==> src/rtl/bbc_pkg.sv <==
package bbc_pkg;
  typedef enum logic {
    DIR_DOWN = 1'b0,
    DIR_UP   = 1'b1
  } dir_e;
endpackage

==> src/rtl/bbc_rst_sync.sv <==
module bbc_rst_sync (
  input  logic clk,
  input  logic rst_n,
  output logic rst_q_n
);
  logic stage1;

  always_ff @(posedge clk or negedge rst_n) begin
    if (!rst_n) begin
      stage1  <= 1'b0;
      rst_q_n <= 1'b0;
    end else begin
      stage1  <= 1'b1;
      rst_q_n <= stage1;
    end
  end
endmodule

==> src/rtl/bbc_slice.sv <==
module bbc_slice
  import bbc_pkg::*;
#(
  parameter int W = 8
) (
  input  logic         clk,
  input  logic         rst_n,
  input  logic         sel_n,
  input  logic         load_n,
  input  logic         up,
  input  logic         carry_in,
  input  logic [W-1:0] d,
  output logic [W-1:0] q,
  output logic         at_term
);
  localparam logic [W-1:0] ONE = W'(1);

  logic         load_hit;
  logic         q_en;
  logic [W-1:0] q_nxt;
  dir_e         dir;

  assign dir      = dir_e'(up);
  assign load_hit = !sel_n && !load_n;
  assign q_en     = load_hit || carry_in;
  assign at_term  = (dir == DIR_UP) ? (&q) : ~(|q);

  always_comb begin
    q_nxt = q;
    if (load_hit)            q_nxt = d;
    else if (dir == DIR_UP)  q_nxt = q + ONE;
    else                     q_nxt = q - ONE;
  end

  always_ff @(posedge clk or negedge rst_n) begin
    if (!rst_n)    q <= '0;
    else if (q_en) q <= q_nxt;
  end

  // a load wins over a step
  p_load_r2: assert property (@(posedge clk) disable iff (!rst_n)
    load_hit |=> (q == $past(d)));
  // no enable, no change
  p_hold_r4: assert property (@(posedge clk) disable iff (!rst_n)
    (!load_hit && !carry_in) |=> $stable(q));
  // step size and direction
  p_up_r5: assert property (@(posedge clk) disable iff (!rst_n)
    (!load_hit && carry_in && up) |=> (q == $past(q) + ONE));
  p_down_r5: assert property (@(posedge clk) disable iff (!rst_n)
    (!load_hit && carry_in && !up) |=> (q == $past(q) - ONE));
endmodule

==> src/rtl/bbc_chain.sv <==
module bbc_chain #(
  parameter int N = 3
) (
  input  logic         en,
  input  logic [N-1:0] term,
  output logic [N-1:0] carry,
  output logic [N-1:0] tc_n
);
  logic [N-1:0] hi_run;

  assign carry[0]  = en;
  assign hi_run[0] = en && term[0];

  generate
    for (genvar k = 1; k < N; k++) begin : g_link
      assign carry[k] = carry[k-1] && term[k-1];
      if (k == 1) begin : g_first
        assign hi_run[k] = en && term[k];
      end else begin : g_rest
        assign hi_run[k] = hi_run[k-1] && term[k];
      end
    end
  endgenerate

  assign tc_n = ~hi_run;
endmodule

==> src/rtl/bbc_rdmux.sv <==
module bbc_rdmux #(
  parameter int N = 3,
  parameter int W = 8
) (
  input  logic [N-1:0]   sel_n,
  input  logic           load_n,
  input  logic           oen_n,
  input  logic [N*W-1:0] cnt_flat,
  output logic [W-1:0]   rd,
  output logic           drive
);
  always_comb begin
    rd    = '0;
    drive = 1'b0;
    for (int k = N - 1; k >= 0; k--) begin
      if (!sel_n[k] && !oen_n && load_n) begin
        rd    = cnt_flat[k*W +: W];
        drive = 1'b1;
      end
    end
  end
endmodule

==> src/rtl/bytebus_counter.sv <==
module bytebus_counter #(
  parameter int SLICE_W  = 8,
  parameter int N_SLICES = 3
) (
  input  logic                clk,
  input  logic                rst_n,
  input  logic [N_SLICES-1:0] sel_n,
  input  logic                load_n,
  input  logic                oen_n,
  input  logic                cnt_en_n,
  input  logic                up_dn,
  input  logic [SLICE_W-1:0]  bus_in,
  output logic [SLICE_W-1:0]  bus_out,
  output logic                bus_drive,
  output logic [N_SLICES-1:0] tc_n
);
  localparam int TOTAL_W = SLICE_W * N_SLICES;

  logic               rst_q_n;
  logic [N_SLICES-1:0] term;
  logic [N_SLICES-1:0] carry;
  logic [TOTAL_W-1:0]  cnt_flat;

  bbc_rst_sync u_rst (
    .clk     (clk),
    .rst_n   (rst_n),
    .rst_q_n (rst_q_n)
  );

  bbc_chain #(.N(N_SLICES)) u_chain (
    .en    (!cnt_en_n),
    .term  (term),
    .carry (carry),
    .tc_n  (tc_n)
  );

  generate
    for (genvar k = 0; k < N_SLICES; k++) begin : g_slice
      bbc_slice #(.W(SLICE_W)) u_slice (
        .clk      (clk),
        .rst_n    (rst_q_n),
        .sel_n    (sel_n[k]),
        .load_n   (load_n),
        .up       (up_dn),
        .carry_in (carry[k]),
        .d        (bus_in),
        .q        (cnt_flat[k*SLICE_W +: SLICE_W]),
        .at_term  (term[k])
      );
    end
  endgenerate

  bbc_rdmux #(.N(N_SLICES), .W(SLICE_W)) u_rd (
    .sel_n    (sel_n),
    .load_n   (load_n),
    .oen_n    (oen_n),
    .cnt_flat (cnt_flat),
    .rd       (bus_out),
    .drive    (bus_drive)
  );

  // bank is clear on the first edge after reset release
  p_clear_r1: assert property (@(posedge clk)
    $rose(rst_q_n) |-> (cnt_flat == '0));
  // no drive while a load strobe is active
  p_quiet_r9: assert property (@(posedge clk) disable iff (!rst_q_n)
    !load_n |-> !bus_drive);

  // upper flags nest
  generate
    for (genvar k = 2; k < N_SLICES; k++) begin : g_tcchk
      p_tc_nest_r7: assert property (@(posedge clk) disable iff (!rst_q_n)
        !tc_n[k] |-> !tc_n[k-1]);
    end
  endgenerate
endmodule

==> config.mk <==
export PLATFORM = sky130hd
export DESIGN_NAME = bytebus_counter
export DESIGN_NICKNAME = d
export VERILOG_FILES = /design/src/rtl/bbc_pkg.sv /design/src/rtl/bbc_rst_sync.sv /design/src/rtl/bbc_slice.sv /design/src/rtl/bbc_chain.sv /design/src/rtl/bbc_rdmux.sv /design/src/rtl/bytebus_counter.sv
export SDC_FILE = /design/constraint.sdc
export NUM_CORES = 1
export LEC_CHECK = 0
export BUFFER_PORTS_ARGS = -buffer_cell sky130_fd_sc_hd__buf_2
export CAP_MARGIN = 20
export CORE_MARGIN = 1.5
export CORE_UTILIZATION = 59
export DETAILED_ROUTE_END_ITERATION = 7
export GPL_TIMING_DRIVEN = 0
export PLACE_DENSITY = 0.76
export SLEW_MARGIN = 0
export SYNTH_ARGS = -nofsm -noshare
export SYNTH_HDL_FRONTEND = slang
export SYNTH_HIERARCHICAL = 1
export SYNTH_SLANG_ARGS = --single-unit
==> constraint.sdc <==
create_clock -name clk -period 1.6 [get_ports clk]
set_input_delay 0.32 -clock clk [delete_from_list [all_inputs] [get_ports clk]]
set_output_delay 0.32 -clock clk [all_outputs]
set_load 0.02 [all_outputs]
==> impl_metrics.toml, run 1 <==
[clocking]
htreeDepth = 1
clockBufferDepth = 2
numCtsBuffers = 3
clockRootBuffer = "clkbuf_8"
clock_sinks = 26

[synth]
ys_warn_count = 6
synth_cell_types = 43
yosys-top-cells-count = "nand2_1 (38), dfrtp_1 (26), nor2_1 (26)"
seq_area_frac_synth_pct = 25.4
syn-instance-count = 309
synth_area_leaders = "dfrtp_1 (25%), ha_1 (8.8%), nand2_1 (5.6%), a21oi_1 (4.7%), a311oi_2 (4.7%)"
yosys_register_bits = 26
async_reset_ff_share_pct = 100
synthesis.area_um2 = 2560
synth_ff_type = "dfrtp_1"
yosys.area.top_type = "dfrtp_1"
synth_nets = 347
synth_edf_count = 0
synth_area_per_cell_um2 = 8.29
synth.top_cell.area_share_pct = 25.4
yosysMostFrequentCell = "nand2_1"

[die]
placementRows = 23
die_y_um = 68.9
initial_core_util_pct = 62.7
io_pins = 29
die-width_um = 68.9

[run_status]
error = "[ERROR DPL-0038] Utilization greater than 100%, impossible to legalize"
stop_stage = "global routing (5_1_grt)"
status = "stopped before the end"

[placed_design]
place_inst = 387
dpl_worst_slack_ns = -1.15
dp_hpwl_um = 5210
routabilityCongestion = 0.825
dpl_cell_area_um2 = 3000
port_buffers = 28

[sta]
grt_worst_setup_endpoint = "tc_n[2]"
worst-ep-kind = "top-level output"

[global_route]
grt_max_degree = 25
## stage by stage
stage               hold slack, ns  setup TNS (ns)
detailed placement           0.105          -16.47
global placement             0.104          -15.51
CTS                          0.291           -6.72
floorplan                   0.0244           -2.17
## cells by family after synthesis
logic type | count (synthesis) | share of synthesized area, %
AOI/OAI and AO/OA | 102 | 28.3
xor gates and xnor gates | 6 | 2.05
adders and majority gates | 21 | 11.1
buffers and inverters | 18 | 3.42
DFF | 26 | 25.4
muxes | 9 | 3.52
other | 1 | 0.146
and+or+nand+nor | 126 | 26.1
## repair_timing
action / CTS
setup endpoints to repair: 34
pin swaps: 45
gates resized for setup: 90
endpoints found under the hold margin: 2
buffers inserted: 43
hold buffers: 1
gates cloned: 0
==> run 2, diff against run 1 <==
--- a/config.mk
+++ b/config.mk
@@ -8,10 +8,10 @@
 export BUFFER_PORTS_ARGS = -buffer_cell sky130_fd_sc_hd__buf_2
 export CAP_MARGIN = 20
 export CORE_MARGIN = 1.5
-export CORE_UTILIZATION = 59
+export CORE_UTILIZATION = 40
 export DETAILED_ROUTE_END_ITERATION = 7
 export GPL_TIMING_DRIVEN = 0
-export PLACE_DENSITY = 0.76
+export PLACE_DENSITY_LB_ADDON = 0.15
 export SLEW_MARGIN = 0
 export SYNTH_ARGS = -nofsm -noshare
 export SYNTH_HDL_FRONTEND = slang
==> run 2 against run 1 <==
Synthesized area unchanged; the flow now finishes, with violations (setup timing); synthesized cell count did not move.
==> impl_metrics.toml, run 2 <==
[clocking]
clk_latency_ns = 0.28
cts_tree = "yes"
clkTransAtPathRegs_ns = 0.10
clockBufferDepth = 2
clockRootBuffer = "clkbuf_8"
htreeDepth = 1
numCtsBuffers = 3
clock_sinks = 26

[layout]
areaGrowthSynthToFinish_pct = 56.1
final_common_cell = "buf_4"
layout-drive-gt1-share_pct = 52.4
largest_register = "g_slice.u_slice/q"
final_nets = 430
diodes = 0
final_cell_mix = "buf_4 (37), nand2_1 (34), nor2_1 (23)"
reg.largest.list = "g_slice.u_slice/q x24, u_rst/rst_q_n x1, u_rst/stage1 x1"
design_area_um2 = 4000
largest_reg_flops = 24
utilization_pct = 66.0

[power]
powerDensity_nw_per_um2 = 883
pwr-share-comb_pct = 53.2
p_int_w = 0.00215
p_leak_nw = 1.54
ir_worst_vdd_uv = 470
p_clk_share_pct = 16.0
sw_frac_of_total_pct = 39.3
p_sw_w = 0.00139
power_frac_seq_pct = 30.8

[placed_design]
dp_hpwl_um = 5520
port_buffers = 28
dpl_cell_area_um2 = 3030
routabilityCongestion = 0.887

[sta]
tightest_slew_ns = 0.790
worst_slack_ns = -0.385
fin_crit_ns = 1.99
skew_ns = 0.00236
tns_ns = -7.23
slew_headroom_pct = 47.1
final-setup-viol-count = 30
hold_violations = 0
slew_viol_final = 0
fin_crit_sh_pct = 124
grt_setup_unrepaired = "true"
clock.fmax_mhz = 504

[synth]
synth.top_cell.area_share_pct = 25.4
syn-instance-count = 309
async_reset_ff_share_pct = 100
synth_area_leaders = "dfrtp_1 (25%), ha_1 (8.8%), nand2_1 (5.6%), a21oi_1 (4.7%), a311oi_2 (4.7%)"
yosys-top-cells-count = "nand2_1 (38), dfrtp_1 (26), nor2_1 (26)"
synth_edf_count = 0
yosys.area.top_type = "dfrtp_1"
seq_area_frac_synth_pct = 25.4
synth_nets = 347
synth_cell_types = 43
synth_area_per_cell_um2 = 8.29
yosys_register_bits = 26
yosysMostFrequentCell = "nand2_1"
ys_warn_count = 6
synthesis.area_um2 = 2560
synth_ff_type = "dfrtp_1"

[global_route]
grt_max_degree = 25
grt-ovfl-total = 0
grt_pass1_vias = 2570
grt_usage_pct = 22.9
grt_pass1_wl_um = 12900
antenna_found_initial = 0

[worst_setup_path]
cp.required_ns = 1.77
critPathKind = "register to register"
ff2ff_setup_slack_ns = -0.39
crit_arrival_ns = 2.16
critPathCaptureType = "register"
crit_chain = "nor4_4 > nand3_2 > o31ai_4 > and3_4 > clkbuf_16 > buf_8 > nor3b_2 > a21oi_1 > nand2_1"
cpLargestDelayFamily = "simple AND/OR/NAND/NOR gates"
crit_path_max_fanout = 6
cp_slowest_cell = "dfrtp_2"
cp-start-kind = "register"
crit_buf_inv = 2
crit_path_max_incr_delay_ns = 0.48

[die]
placementRows = 28
io_pins = 29
dieArea_um2 = 6900
initial_core_util_pct = 42.3
die_y_um = 83.0
die-width_um = 83.0
core-area_um2 = 6060

[drt]
wl_per_cell_um = 17.7
first_pass_iters = 4
ant_nets = 0
via_count = 2742
drcViolationCount = 0
drtIter0Drc = 110
wl_um = 8240
viasPerCell = 5.88

[worst_hold_path]
hold_path_class = "register to async pin"

[flow_run]
cap_viol_max_count = 0

[run_status]
status = "complete, but fails checks"
violations = "setup timing"
-- run 2: power groups by stage --
stage	clock, W	sequential, W	combinational, W
global placement	0	0.00107	0.00128
CTS	0.000588	0.00107	0.00158
global route	0.000604	0.00112	0.00204
floorplan	0	0.000991	0.00106
detailed placement	0	0.00107	0.00131
finish	0.000565	0.00109	0.00188
-- run 2: area by class of cell --
type | count | area [um^2]
inverter | 7 | 45.0
fill | 504 | 2060
sequential | 26 | 676
timing repair buffer | 78 | 676
tap | 75 | 93.8
clock inverter | 1 | 30.0
clock buffer | 3 | 41.3
multi-input combinational | 265 | 2330
buffer | 11 | 108
-- run 2: per-stage QoR --
step | setup slack, ns | hold slack [ns] | power (W) | cells
floorplan | -0.404 | 0.0244 | 0.00205 | 309
CTS | -0.353 | 0.291 | 0.00324 | 446
detailed placement | -1.15 | 0.108 | 0.00238 | 412
finish | -0.385 | 0.112 | 0.00353 | 466
global route | -0.478 | 0.126 | 0.00376 | 466
global placement | -1.10 | 0.108 | 0.00235 | 412
-- run 2: repair_timing --
| action | in CTS | in global routing |
|---|---|---|
| hold buffers | 1 | 0 |
| pin swaps | 30 | 32 |
| setup buffers | 29 | 20 |
| hold endpoints to repair | 2 | 0 |
| setup endpoints to repair | 34 | 32 |
| resized for setup | 74 | 47 |
-- run 2: cells by family after synthesis --
logic type,after synthesis,synth area share (%)
other,1,0.146
xor gates and xnor gates,6,2.05
DFF,26,25.4
muxes,9,3.52
adders and majority gates,21,11.1
and+or+nand+nor,126,26.1
AOI/OAI and AO/OA,102,28.3
buffers and inverters,18,3.42
-- run 2: path summary, 6_finish.rpt --
kind                                                startpoint  depth (start not counted)                             endpoint
min                                    u_rst/rst_q_n$_DFF_PN0_                          0  g_slice[2].u_slice/q[0]$_DFFE_PN0P_
max reg2reg                g_slice[1].u_slice/q[3]$_DFFE_PN0P_                          9  g_slice[2].u_slice/q[6]$_DFFE_PN0P_
min reg2reg                            u_rst/rst_q_n$_DFF_PN0_                          0  g_slice[2].u_slice/q[0]$_DFFE_PN0P_
max in group asynchronous              u_rst/rst_q_n$_DFF_PN0_                          1  g_slice[1].u_slice/q[6]$_DFFE_PN0P_
max                        g_slice[1].u_slice/q[3]$_DFFE_PN0P_                          9  g_slice[2].u_slice/q[6]$_DFFE_PN0P_
min in group clk                                     bus_in[0]                          3  g_slice[2].u_slice/q[0]$_DFFE_PN0P_
-- run 2: metal layers --
layer / vias up / wire (um) / track usage, %
li1: 1334 / - / -
met1: 1323 / 3880 / 32.9
met2: 72 / 3820 / 36.4
met3: 13 / 363 / 4.08
met4: 0 / 177 / 4.24
met5: - / 0 / 0
Power figures use the tool's default switching activity.
==> run 3, diff against run 2 <==
--- a/config.mk
+++ b/config.mk
@@ -5,12 +5,14 @@
 export SDC_FILE = /design/constraint.sdc
 export NUM_CORES = 1
 export LEC_CHECK = 0
+export ABC_AREA = 1
 export BUFFER_PORTS_ARGS = -buffer_cell sky130_fd_sc_hd__buf_2
 export CAP_MARGIN = 20
 export CORE_MARGIN = 1.5
 export CORE_UTILIZATION = 40
 export DETAILED_ROUTE_END_ITERATION = 7
 export GPL_TIMING_DRIVEN = 0
+export HOLD_SLACK_MARGIN = 0.02
 export PLACE_DENSITY_LB_ADDON = 0.15
 export SLEW_MARGIN = 0
 export SYNTH_ARGS = -nofsm -noshare
==> run 3 against run 2 <==
The flow still finishes with violations (setup timing); global-route usage fell by 0.67 points; core utilization is 8.0 points lower; die area rose by 2.8%; routed wire length decreased by 1.9%; worst hold slack got worse by 0.021 ns; maximum frequency is 7.1% higher; power is 22% higher; via count is 6.3% higher; critical path depth decreased by 4; critical endpoint is now tc_n[2]; largest cell class unchanged.
==> impl_metrics.toml, run 3 <==
[die]
placementRows = 29
die_y_um = 84.2
io_pins = 29
initial_core_util_pct = 41.5
die-width_um = 84.2
dieArea_um2 = 7090
core-area_um2 = 6350

[global_route]
grt_max_degree = 25
grt-ovfl-total = 0
grt_pass1_vias = 2685
grt_pass1_wl_um = 12800
grt_usage_pct = 22.2
antenna_found_initial = 0

[worst_setup_path]
cpLargestDelayFamily = "simple AND/OR/NAND/NOR gates"
crit_arrival_ns = 1.53
critPathCaptureType = "primary output"
cp-start-kind = "register"
cp.required_ns = 1.28
crit_buf_inv = 1
crit_chain = "nor4_4 > nand3_2 > o31ai_4 > nand3_2 > buf_6"
crit_path_max_fanout = 4
cp_slowest_cell = "dfrtp_2"
critPathKind = "register to primary output"
crit_top_cell = "nand3_2"
crit_path_max_incr_delay_ns = 0.46

[drt]
first_pass_iters = 4
drcViolationCount = 0
wl_um = 8080
ant_nets = 0
wl_per_cell_um = 14.6
drtIter0Drc = 210
via_count = 2915
viasPerCell = 5.27

[sta]
worst_slack_ns = -0.254
fin_crit_sh_pct = 116
final-setup-viol-count = 25
fin_crit_ns = 1.85
clock.fmax_mhz = 539
skew_ns = 0.00295
slew_viol_final = 0
hold_violations = 0
grt_setup_unrepaired = "true"
tns_ns = -3.78

[power]
p_sw_w = 0.00192
p_leak_nw = 1.85
powerDensity_nw_per_um2 = 1170
p_clk_share_pct = 13.1
ir_worst_vdd_uv = 714
sw_frac_of_total_pct = 44.7
power_w = 0.00429
pwr-share-comb_pct = 58.2
power_frac_seq_pct = 28.7
p_int_w = 0.00238

[synth]
synth_area_per_cell_um2 = 6.48
seq_area_frac_synth_pct = 24.7
synth_cell_types = 29
async_reset_ff_share_pct = 100
synthAdderAreaFrac_pct = 10.8
synth_top_family_by_area = "simple AND/OR/NAND/NOR gates"
synth_edf_count = 0
yosysMostFrequentCell = "nand2_1"
synth_ff_type = "dfrtp_1"
synth.area.mux_share_pct = 0
synth_nets = 445
synth-xor-area-share_pct = 1.33
synth_area_leaders = "dfrtp_1 (25%), nand2_1 (20%), ha_1 (8.5%), nand3_1 (8.4%), nor2_1 (5.6%)"
yosys_register_bits = 26
ys_warn_count = 6
synthesis.area_um2 = 2640
syn-instance-count = 407
synth_compound_area_share_pct = 7.12
synth.top_cell.area_share_pct = 24.7
yosys.area.top_type = "dfrtp_1"
synthSimpleGateAreaFrac_pct = 47.1
yosys-top-cells-count = "nand2_1 (140), nand3_1 (44), nor2_1 (39)"

[clocking]
clk_latency_ns = 0.28
clock_sinks = 26
clockBufferDepth = 2
numCtsBuffers = 3
cts_tree = "yes"
clkTransAtPathRegs_ns = 0.10
htreeDepth = 1
clockRootBuffer = "clkbuf_8"

[placed_design]
dp_hpwl_um = 5680
dpl_worst_slack_ns = -0.317
routabilityCongestion = 0.828
port_buffers = 28
dpl_cell_area_um2 = 2890

[layout]
diodes = 0
design_area_um2 = 3680
n_fill_cell = 603
final_common_cell = "nand2_1"
largest_reg_flops = 24
largest_register = "g_slice.u_slice/q"
reg.largest.list = "g_slice.u_slice/q x24, u_rst/rst_q_n x1, u_rst/stage1 x1"
final_nets = 515
layout-drive-gt1-share_pct = 36.8
utilization_pct = 58.0
areaGrowthSynthToFinish_pct = 39.7
register_area_um2 = 669
final_cell_mix = "nand2_1 (118), nor2_1 (37), nand3_1 (35)"
multi_input_area_um2 = 2070

[worst_hold_path]
hold_path_class = "register to async pin"

[run_status]
violations = "setup timing"
status = "complete, but fails checks"

[flow_run]
cap_viol_max_count = 0
==> run 3: changes by cell type in the layout (fill, tap and decap cells not counted), moves of 9 or more <==
cell	before	now
nand2_1	34	118
ha_4	15	5
nor2_1	23	37
nand2_2	4	23
nor2_4	1	11
ha_1	3	13
buf_4	37	27
mux2i_1	9	0
nand3_1	5	35
inv_1	2	33
==> run 3: logic make-up (layout without fill, tap and decap cells) <==
family / after synthesis / in the layout
AO/OA/AOI/OAI: 36 / 36
XOR/XNOR: 4 / 4
adder cells (fa/ha/maj): 21 / 21
buffers and inverters: 48 / 116
flip-flops: 26 / 26
other: 1 / 1
AND/OR/NAND/NOR: 271 / 272
==> run 3: area by class of cell <==
| type | count | share of cell area [%] |
|---|---|---|
| repair buffers | 65 | 14.7 |
| clock buffers | 3 | 1.12 |
| plain buffers | 6 | 1.73 |
| clock inverters | 1 | 0.815 |
| flip-flops and latches | 26 | 18.2 |
| well taps | 77 | 2.62 |
| multi-input cells | 334 | 56.3 |
| inverters | 41 | 4.52 |
==> run 3: final timing paths <==
check / startpoint / endpoint / slack (ns) / depth (start not counted)
min in group clk: bus_in[1] / g_slice[2].u_slice/q[1]$_DFFE_PN0P_ / 0.32 / 3
worst min register to register: u_rst/rst_q_n$_DFF_PN0_ / g_slice[2].u_slice/q[2]$_DFFE_PN0P_ / 0.09 / 0
worst max-delay path: g_slice[1].u_slice/q[2]$_DFFE_PN0P_ / tc_n[2] / -0.25 / 5
max in group asynchronous: u_rst/rst_q_n$_DFF_PN0_ / g_slice[0].u_slice/q[5]$_DFFE_PN0P_ / 1.12 / 1
worst max register to register: g_slice[1].u_slice/q[2]$_DFFE_PN0P_ / g_slice[2].u_slice/q[6]$_DFFE_PN0P_ / -0.23 / 11
worst min-delay path: u_rst/rst_q_n$_DFF_PN0_ / g_slice[2].u_slice/q[2]$_DFFE_PN0P_ / 0.09 / 0
==> run 3: metrics by stage <==
step / instances / hold WS (ns)
final: 553 / 0.0914
after floorplan: 407 / 0.0244
after global routing: 553 / 0.106
after CTS: 534 / 0.308
after detailed placement: 512 / 0.106
after global placement: 512 / 0.105
==> run 3: timing repair <==
| item | in CTS | in global routing |
|---|---|---|
| resized for setup | 28 | 92 |
| cloned | 1 | 2 |
| buffers inserted | 16 | 19 |
| hold buffers | 1 | 0 |
| pin swaps | 13 | 40 |
| endpoints found under the hold margin | 2 | 0 |
| endpoints found under the setup margin | 23 | 32 |
==> run 3: metal layers <==
layer  GRT usage [%]  wire [um]
met5               0          0
met4            3.73         89
met3            2.65        395
met2            38.5       4050
met1            30.3       3550
==> run 3: power groups by stage <==
stage                     clock network [W]  registers [W]  logic [W]
after global placement                    0        0.00119    0.00181
after floorplan                           0        0.00108    0.00151
after global routing               0.000596        0.00127    0.00284
after CTS                          0.000579        0.00118    0.00211
after detailed placement                  0        0.00118    0.00186
final                              0.000561        0.00123    0.00250
==> run 4, diff against run 3 <==
--- a/config.mk
+++ b/config.mk
@@ -14,6 +14,7 @@
 export GPL_TIMING_DRIVEN = 0
 export HOLD_SLACK_MARGIN = 0.02
 export PLACE_DENSITY_LB_ADDON = 0.15
+export SKIP_CTS_REPAIR_TIMING = 1
 export SLEW_MARGIN = 0
 export SYNTH_ARGS = -nofsm -noshare
 export SYNTH_HDL_FRONTEND = slang
==> run 4 against run 3 <==
The run still ends with setup timing left; largest cell class unchanged; sequential share of layout area grew 2.1 points; maximum frequency fell by 3.0%; clock-buffer cell count stayed put; largest power group unchanged; power fell by 10%; final area is 11% lower; first-iteration DRC count down 31%; core utilization shrank 6.5 points; clock skew up 0.0033 ns; critical path depth is the same; die area is the same.
==> impl_metrics.toml, run 4 (synthesized netlist as in run 3, its figures left out) <==
[layout]
largest_reg_flops = 24
diodes = 0
largest_register = "g_slice.u_slice/q"
final_nets = 496
final_cell_mix = "nand2_1 (134), nand3_1 (42), nor2_1 (39)"
areaGrowthSynthToFinish_pct = 24.1
reg.largest.list = "g_slice.u_slice/q x24, u_rst/rst_q_n x1, u_rst/stage1 x1"
design_area_um2 = 3270
layout-drive-gt1-share_pct = 24.5
finalNonFillerCells = 534
final_common_cell = "nand2_1"

[run_status]
status = "complete, but fails checks"
violations = "setup timing"

[global_route]
grt_usage_pct = 21.2
grt-ovfl-total = 0
grt_pass1_vias = 2559
grt_pass1_wl_um = 12200
antenna_found_initial = 0
grt_max_degree = 25

[clocking]
clockBufferDepth = 2
clk_latency_ns = 0.28
clockRootBuffer = "clkbuf_8"
clkTransAtPathRegs_ns = 0.10
htreeDepth = 1
clock_sinks = 26
cts_tree = "yes"
numCtsBuffers = 3

[power]
p_leak_nw = 1.71
power_w = 0.00385
pwr-share-comb_pct = 54.5
ir_worst_vdd_uv = 591
sw_frac_of_total_pct = 44.6
powerDensity_nw_per_um2 = 1180
p_clk_share_pct = 14.6
p_int_w = 0.00213
p_sw_w = 0.00172
power_frac_seq_pct = 30.9

[die]
io_pins = 29
die-width_um = 84.2
placementRows = 29
dieArea_um2 = 7090
core-area_um2 = 6350
die_y_um = 84.2
initial_core_util_pct = 41.5

[worst_setup_path]
critPathCaptureType = "primary output"
crit_buf_inv = 1
crit_arrival_ns = 1.59
r2r_cells = 10
cpLargestDelayFamily = "simple AND/OR/NAND/NOR gates"
crit_path_max_incr_delay_ns = 0.45
ff2ff_setup_slack_ns = -0.18
crit-reg2reg-launch = "g_slice[0].u_slice/q[2]$_DFFE_PN0P_"
reg2reg_to = "g_slice[1].u_slice/q[6]$_DFFE_PN0P_"
cp_slowest_cell = "dfrtp_2"
cp-start-kind = "register"
cp.required_ns = 1.28
critical_path.startpoint = "g_slice[1].u_slice/q[0]$_DFFE_PN0P_"
cp_num_cells = 5
critPathKind = "register to primary output"
crit_chain = "nor4_2 > nand3_1 > o31ai_4 > nand3_2 > buf_6"
crit_path_max_fanout = 5
cp-endpoint = "tc_n[2]"

[drt]
viasPerCell = 5.19
wl_per_cell_um = 13.9
drcViolationCount = 0
ant_nets = 0
first_pass_iters = 4
via_count = 2771
drtIter0Drc = 145
wl_um = 7430

[worst_hold_path]
hold_path_class = "register to async pin"

[placed_design]
routabilityCongestion = 0.828
dpl_cell_area_um2 = 2890
dpl_worst_slack_ns = -0.317
port_buffers = 28
place_inst = 512
dp_hpwl_um = 5680

[sta]
clock.fmax_mhz = 523
worst_slack_ns = -0.312
final-setup-viol-count = 19
skew_ns = 0.00622
slew_viol_final = 0
fin_crit_ns = 1.91
slew_headroom_pct = 60.7
hold_violations = 0
fin_crit_sh_pct = 119
tightest_slew_ns = 0.590
grt_setup_unrepaired = "true"

[flow_run]
cap_viol_max_count = 0
-- run 4: per-layer routing --
layer,global-route usage [%],share of wire (%),vias to the layer above
li1,-,-,1427
met2,37.0,49,66
met5,0,0,-
met4,2.38,0.70,0
met3,2.26,5.2,5
met1,29.2,45,1273
-- run 4: worst min path at each step --
| stage | from | endpoint | slack [ns] |
|---|---|---|---|
| after CTS | rst_n | u_rst/stage1$_DFF_PN0_ | -0.21 |
| after global routing | u_rst/rst_q_n$_DFF_PN0_ | g_slice[0].u_slice/q[2]$_DFFE_PN0P_ | 0.30 |
| after floorplan | rst_n | u_rst/rst_q_n$_DFF_PN0_ | 0.02 |
| after global placement | rst_n | u_rst/rst_q_n$_DFF_PN0_ | 0.11 |
| after detailed placement | rst_n | u_rst/stage1$_DFF_PN0_ | 0.11 |
| final | u_rst/rst_q_n$_DFF_PN0_ | g_slice[0].u_slice/q[2]$_DFFE_PN0P_ | 0.25 |
-- run 4: layout make-up --
| type | instances | area (um^2) |
|---|---|---|
| inverter | 41 | 160 |
| tap | 77 | 96.3 |
| sequential | 26 | 664 |
| clock inverter | 1 | 30.0 |
| buffer | 7 | 78.8 |
| timing repair buffer | 45 | 329 |
| fill | 664 | 3080 |
| clock buffer | 3 | 41.3 |
| multi-input combinational | 334 | 1870 |
-- run 4: worst register-to-register path, stage by stage (launching register included) --
cell and delay, ns:
dfrtp_1 0.48, nand4_1 0.16, o31ai_2 0.30, nand2_2 0.12, buf_4 0.15, inv_2 0.07
nor2_4 0.06, buf_6 0.16, nor2_2 0.10, nand2_1 0.06, nand2_1 0.05
-- run 4: power by group through the flow --
stage	Sequential, W	Combinational [W]	Clock, W
after global placement	0.00119	0.00181	0
after CTS	0.00117	0.00187	0.000579
after detailed placement	0.00118	0.00186	0
after global routing	0.00123	0.00244	0.000595
after floorplan	0.00108	0.00151	0
final	0.00119	0.00210	0.000560
-- run 4: through the flow --
| step | hold slack, ns | utilization, % | setup TNS, ns |
|---|---|---|---|
| final | 0.245 | 51.5 | -2.98 |
| after global routing | 0.304 | 51.5 | -5.11 |
| after CTS | -0.207 | 46.6 | -3.20 |
| after detailed placement | 0.106 | 45.5 | -4.84 |
| after global placement | 0.105 | 45.5 | -4.28 |
| after floorplan | 0.0244 | - | -0.0262 |
